===== config.mk =====
export PLATFORM = sky130hd
export DESIGN_NAME = thermtrip_guard
export DESIGN_NICKNAME = d
export VERILOG_FILES = /design/src/rtl/thermtrip_pkg.sv /design/src/rtl/thermtrip_pg_sync.sv /design/src/rtl/thermtrip_arm_timer.sv /design/src/rtl/thermtrip_latch.sv /design/src/rtl/thermtrip_guard.sv
export SDC_FILE = /design/constraint.sdc
export NUM_CORES = 1
export LEC_CHECK = 0
export CORE_MARGIN = 3
export CORE_UTILIZATION = 45
export DETAILED_ROUTE_END_ITERATION = 10
export PLACE_DENSITY = 0.79
export SKIP_CTS_REPAIR_TIMING = 1
export SLEW_MARGIN = 5
export SYNTH_ARGS = -nofsm -noshare
export SYNTH_HDL_FRONTEND = slang
export SYNTH_SLANG_ARGS = --single-unit

===== constraint.sdc =====
create_clock -name clk -period 2.6 [get_ports clk]
set_input_delay 0.52 -clock clk [delete_from_list [all_inputs] [get_ports clk]]
set_output_delay 0.52 -clock clk [all_outputs]
set_load 0.02 [all_outputs]

===== src/rtl/thermtrip_pkg.sv =====
// Shared width and default constants for the thermal trip block.
package thermtrip_pkg;
    localparam int TEMP_W = 8;
    typedef logic [TEMP_W-1:0] temp_t;
    localparam temp_t LEVEL_RESET = temp_t'(135);
endpackage


===== src/rtl/thermtrip_pg_sync.sv =====
// Two-flop synchronizer for the power-good input.
// Assumes: pg_async may change at any time; the output is pg_async delayed by two edges.
module thermtrip_pg_sync (
    input  logic clk,
    input  logic rst_n,
    input  logic pg_async,
    output logic pg_sync
);
    logic meta_q;

    // Shift power-good through two flops; reset forces it low.
    always_ff @(posedge clk) begin
        if (!rst_n) begin
            meta_q  <= 1'b0;
            pg_sync <= 1'b0;
        end else begin
            meta_q  <= pg_async;
            pg_sync <= meta_q;
        end
    end
endmodule


===== src/rtl/thermtrip_arm_timer.sv =====
// Counts ARM_CYCLES edges of synchronized power-good high, then raises armed.
// Assumes: pg_sync is already synchronous; a low pg_sync clears all state.
module thermtrip_arm_timer #(
    parameter int ARM_CYCLES = 2000
) (
    input  logic clk,
    input  logic rst_n,
    input  logic pg_sync,
    output logic armed
);
    localparam int CNT_W = $clog2(ARM_CYCLES + 1);
    localparam logic [CNT_W-1:0] LAST = CNT_W'(ARM_CYCLES - 1);

    logic [CNT_W-1:0] cnt_q;

    // Count up while power-good is high and the timer is not armed; set armed at the last count.
    always_ff @(posedge clk) begin
        if (!rst_n || !pg_sync) begin
            cnt_q <= '0;
            armed <= 1'b0;
        end else if (!armed) begin
            if (cnt_q == LAST) begin
                armed <= 1'b1;
            end else begin
                cnt_q <= cnt_q + 1'b1;
            end
        end
    end

    // arming only ever follows a cycle in which power-good was high.
    a_r2_arm_needs_pg: assert property (@(posedge clk) disable iff (!rst_n)
        $rose(armed) |-> $past(pg_sync));
    // synchronized power-good low disarms on the next edge.
    a_r7_disarm_on_pg_low: assert property (@(posedge clk) disable iff (!rst_n)
        !pg_sync |=> !armed);
endmodule


===== src/rtl/thermtrip_latch.sv =====
// Holds the trip level register and the sticky trip flag.
// Assumes: temp_code and lvl_value are synchronous to clk.
module thermtrip_latch
    import thermtrip_pkg::*;
(
    input  logic  clk,
    input  logic  rst_n,
    input  logic  pg_sync,
    input  logic  armed,
    input  temp_t temp_code,
    input  logic  lvl_load,
    input  temp_t lvl_value,
    output logic  trip
);
    temp_t level_q;
    logic  over;

    // Trip level register, reset to the nominal trip code.
    always_ff @(posedge clk) begin
        if (!rst_n) begin
            level_q <= LEVEL_RESET;
        end else if (lvl_load) begin
            level_q <= lvl_value;
        end
    end

    // Unsigned at-or-above comparison.
    always_comb over = (temp_code >= level_q);

    // Sticky flag: cleared by a low power-good, set while armed and over the level.
    always_ff @(posedge clk) begin
        if (!rst_n || !pg_sync) begin
            trip <= 1'b0;
        end else if (armed && over) begin
            trip <= 1'b1;
        end
    end

    // the trip holds while power-good stays high.
    a_r4_sticky: assert property (@(posedge clk) disable iff (!rst_n)
        (trip && pg_sync) |=> trip);
    // a low power-good clears the trip.
    a_r5_clear_on_pg_low: assert property (@(posedge clk) disable iff (!rst_n)
        !pg_sync |=> !trip);
    // the trip rises only out of an armed cycle.
    a_r6_rise_needs_arm: assert property (@(posedge clk) disable iff (!rst_n)
        $rose(trip) |-> $past(armed));
    // armed, power-good high and at or above the level sets the trip.
    a_r3_set_when_over: assert property (@(posedge clk) disable iff (!rst_n)
        (armed && pg_sync && temp_code >= level_q) |=> trip);
endmodule


===== src/rtl/thermtrip_guard.sv =====
// Top: power-good gated thermal trip latch with a clock-halt request.
// Assumes: pwr_good is asynchronous; the other inputs are synchronous to clk.
module thermtrip_guard #(
    parameter int ARM_CYCLES = 2000
) (
    input  logic       clk,
    input  logic       rst_n,
    input  logic       pwr_good,
    input  logic [7:0] temp_code,
    input  logic       lvl_load,
    input  logic [7:0] lvl_value,
    output logic       therm_trip,
    output logic       clk_halt_req
);
    logic pg_s;
    logic armed;
    logic trip;

    thermtrip_pg_sync u_sync (
        .clk(clk), .rst_n(rst_n), .pg_async(pwr_good), .pg_sync(pg_s)
    );

    thermtrip_arm_timer #(.ARM_CYCLES(ARM_CYCLES)) u_arm (
        .clk(clk), .rst_n(rst_n), .pg_sync(pg_s), .armed(armed)
    );

    thermtrip_latch u_latch (
        .clk(clk), .rst_n(rst_n), .pg_sync(pg_s), .armed(armed),
        .temp_code(temp_code), .lvl_load(lvl_load), .lvl_value(lvl_value),
        .trip(trip)
    );

    // Drive both outputs from the single trip flag.
    always_comb begin
        therm_trip   = trip;
        clk_halt_req = trip;
    end

    // the halt request tracks the trip flag.
    a_r8_halt_follows_trip: assert property (@(posedge clk) disable iff (!rst_n)
        clk_halt_req == therm_trip);
endmodule


==> run_results.csv <==
group,metric,value,unit
route,drc,0,
final_layout,area.growth.synth_to_final,23.3,%
worst_setup_path,cp_top_family,"buffers and inverters",
floorplanning,io_pins,22,
power_and_ir_drop,power.density,439,nW/µm²
power_and_ir_drop,finalPower,600,µW
floorplanning,dieArea,3100,µm²
placement,finalWeightedCongestion,0.766,
route,drt_wl_total,2100,µm
power_and_ir_drop,peakVddDrop,0.000301,V
global_route,grt_max_degree,13,
final_layout,final_cells,169,
timing,max_slew_margin,66.1,%
route,vias_per_cell,5.31,
power_and_ir_drop,power.leakage,0.000533,µW
timing,fmax,0.534,GHz
timing,rsz0062_at_grt,"no",
outcome,outcome,"finished clean",
final_layout,multiInputGateArea,596,µm²
placement,detailedPlacementHpwl,1670,µm
timing,tns,0,ns
final_layout,mostFrequentLayoutCells,"dfxtp_1, clkdlybuf4s50_1, nand2_1",
final_layout,drive_gt1_share,2.84,%
cts,clk_latency,0.31,ns
final_layout,final_nets,171,
worst_setup_path,crit_slowest_cell,"clkdlybuf4s50_1",
floorplanning,die_h,55.7,µm
worst_hold_path,hp-class,"register to register",
timing,hold_viol_final,0,
yosys,synth_area_leaders,"dfxtp_1, ha_1, mux2i_1",
route,vias,897,
floorplanning,core,2280,µm²
placement,post_dp_cell_area,1340,µm²
worst_hold_path,whs_endpoint,"u_sync.pg_sync$_SDFF_PN0_",
cts,cts-htree-levels,1,
timing,setup_viol,0,
final_layout,fill_cells,200,
worst_setup_path,cp.depth,1,
final_layout,seq_area,460,µm²
global_route,grt_overflow,0,
global_route,track_usage,14.7,%
final_layout,post-route-util,60.1,%
worst_hold_path,min_path_cells,1,
yosys,syn-num-nets,148,
worst_setup_path,critPathLaunchType,"register",
global_route,grt_pass1_wl,3680,µm
cts,cts_num_sinks,23,
yosys,synth_warnings,0,
yosys,synth_seq_cells,23,
global_route,first_global_vias,887,
timing,final_max_slew_viol_count,0,
route,firstDrtPassIters,4,
final_layout,stdcell_area,1370,µm²
worst_setup_path,cp_slowest_stage_delay,0.63,ns
worst_setup_path,r2r_start,"u_arm.armed$_SDFF_PP0_",
worst_setup_path,worst_r2r_endpoint,"u_arm.cnt_q[9]$_SDFFE_PP0P_",
worst_setup_path,cp.arrival,1.35,ns
cts,root_buffer,"clkbuf_4",
worst_setup_path,path_buf_inv,1,
timing,finClkSkew,0.00333,ns
yosys,synth_top_cell_by_area,"dfxtp_1",
worst_hold_path,holdCritStartpoint,"u_sync.meta_q$_SDFF_PN0_",
cts,cts.clk_slew.worst_paths,0.12,ns
yosys,syn_area,1110,µm²
route,wire_per_inst,12.4,µm
cts,tritoncts,"yes",
yosys,synth_top_cell_area_share,41.5,%
worst_setup_path,end_kind,"output pin",
worst_setup_path,cp.required,2.08,ns
route,antenna_left,0,
worst_setup_path,path_class,"register to output pin",
global_route,antenna_found_initial,0,
placement,io_buffer_count,21,
worst_setup_path,critical_path.max_fanout,4,
worst_setup_path,rr_worst_depth,4,
timing,period_share,72.1,%
floorplanning,fp.dieW,55.7,µm
worst_setup_path,timing.reg2reg.setup_slack,1.18,ns
timing,fin_crit,1.87,ns
yosys,synth-seq-area-share,41.5,%
yosys,avgSynthCellArea,9.33,µm²
cts,cts-buffers-inserted,3,
job,maxCapViolCount,0,
final_layout,antenna_cells,0,
final_layout,final_common_cell,"dfxtp_1",
worst_setup_path,path_cells,"clkdlybuf4s50_1",
yosys,netlist_instances,119,
floorplanning,start_util,48.8,%
floorplanning,rows,17,
yosys,synth_cell_type_count,35,
cts,cts_buffer_depth,2,
timing,tightest_slew,0.507,ns
route,drt_first_iter_violations,6,
placement,dp.cells,165,
==> synth_stat cells <==
library cell,count
or3_1,1
and3_1,1
mux2i_1,6
nand4bb_1,1
nand2b_1,1
buf_2,1
nand4b_1,1
a211oi_1,3
o31a_1,1
and4_1,2
inv_1,9
buf_4,1
a311oi_1,1
o2111ai_1,3
nand3_1,1
o211ai_1,4
or4_1,1
nor4bb_1,1
xor2_1,3
nor4_1,1
and3b_1,1
ha_1,9
a21o_1,1
nor3_1,1
nor2_1,10
o21ai_0,2
and2_1,2
dfxtp_1,23
nand4_1,1
a31oi_1,1
nand2_1,12
clkbuf_1,2
a21oi_1,2
xnor2_1,4
nor2b_1,5
==> metal layers <==
metal  track usage [%]  vias to the layer above  wire, µm
met3              5.57                        2       105
met4              3.13                        0        12
met1              16.8                      420       912
met2              26.0                       13      1070
li1                  -                      462         -
met5                 0                        -         0
==> flip-flops by register name, indices dropped and copies added, names as in the netlist <==
signal and flops:
u_latch.trip 1, u_arm.cnt_q 11, u_arm.armed 1, u_sync.pg_sync 1
u_sync.meta_q 1, u_latch.level_q 8
==> worst max path at each step <==
stage,startpoint,end,slack [ns]
floorplan,temp_code[2],u_latch.trip$_SDFFE_PP0P_,1.17
global placement,rst_n,u_arm.cnt_q[9]$_SDFFE_PP0P_,0.66
detailed placement,rst_n,u_arm.cnt_q[9]$_SDFFE_PP0P_,0.62
CTS,u_latch.trip$_SDFFE_PP0P_,clk_halt_req,0.71
global route,u_latch.trip$_SDFFE_PP0P_,therm_trip,0.64
finish,u_latch.trip$_SDFFE_PP0P_,therm_trip,0.73
==> cell type report <==
cell class | instances | share of cell area, %
Sequential cell | 23 | 33.6
Clock buffer | 4 | 1.92
Timing Repair Buffer | 22 | 15.9
Tap cell | 28 | 2.56
Multi-Input combinational cell | 83 | 43.5
Inverter | 9 | 2.47
==> power by group <==
| part | internal, µW | total [µW] | leakage (µW) | switching, µW |
|---|---|---|---|---|
| logic | 46.1 | 74.6 | 0.000331 | 28.5 |
| registers | 362 | 366 | 0.000188 | 3.80 |
| clock network | 59.9 | 160 | 0.0000150 | 100 |
| total | 468 | 600 | 0.000533 | 132 |
==> cells by family (layout without fill, tap and decap cells) <==
kind of cell	count (synthesis)	count (layout)	share of synthesized area, %
AOI/OAI and AO/OA	18	18	11.7
adders and majority gates	9	9	10.1
DFF	23	23	41.5
muxes	6	6	5.41
xor gates and xnor gates	7	7	5.52
and+or+nand+nor	43	43	20.9
buffers and inverters	13	35	4.85
==> metrics by stage <==
| stage | setup WS, ns | hold slack (ns) |
|---|---|---|
| 2_1_floorplan | 1.17 | 0.412 |
| 3_3_place_gp | 0.657 | 0.421 |
| 3_5_place_dp | 0.617 | 0.420 |
| 4_1_cts | 0.712 | 0.454 |
| 5_1_grt | 0.643 | 0.481 |
| 6_report | 0.726 | 0.442 |
Power figures use the tool's default switching activity.
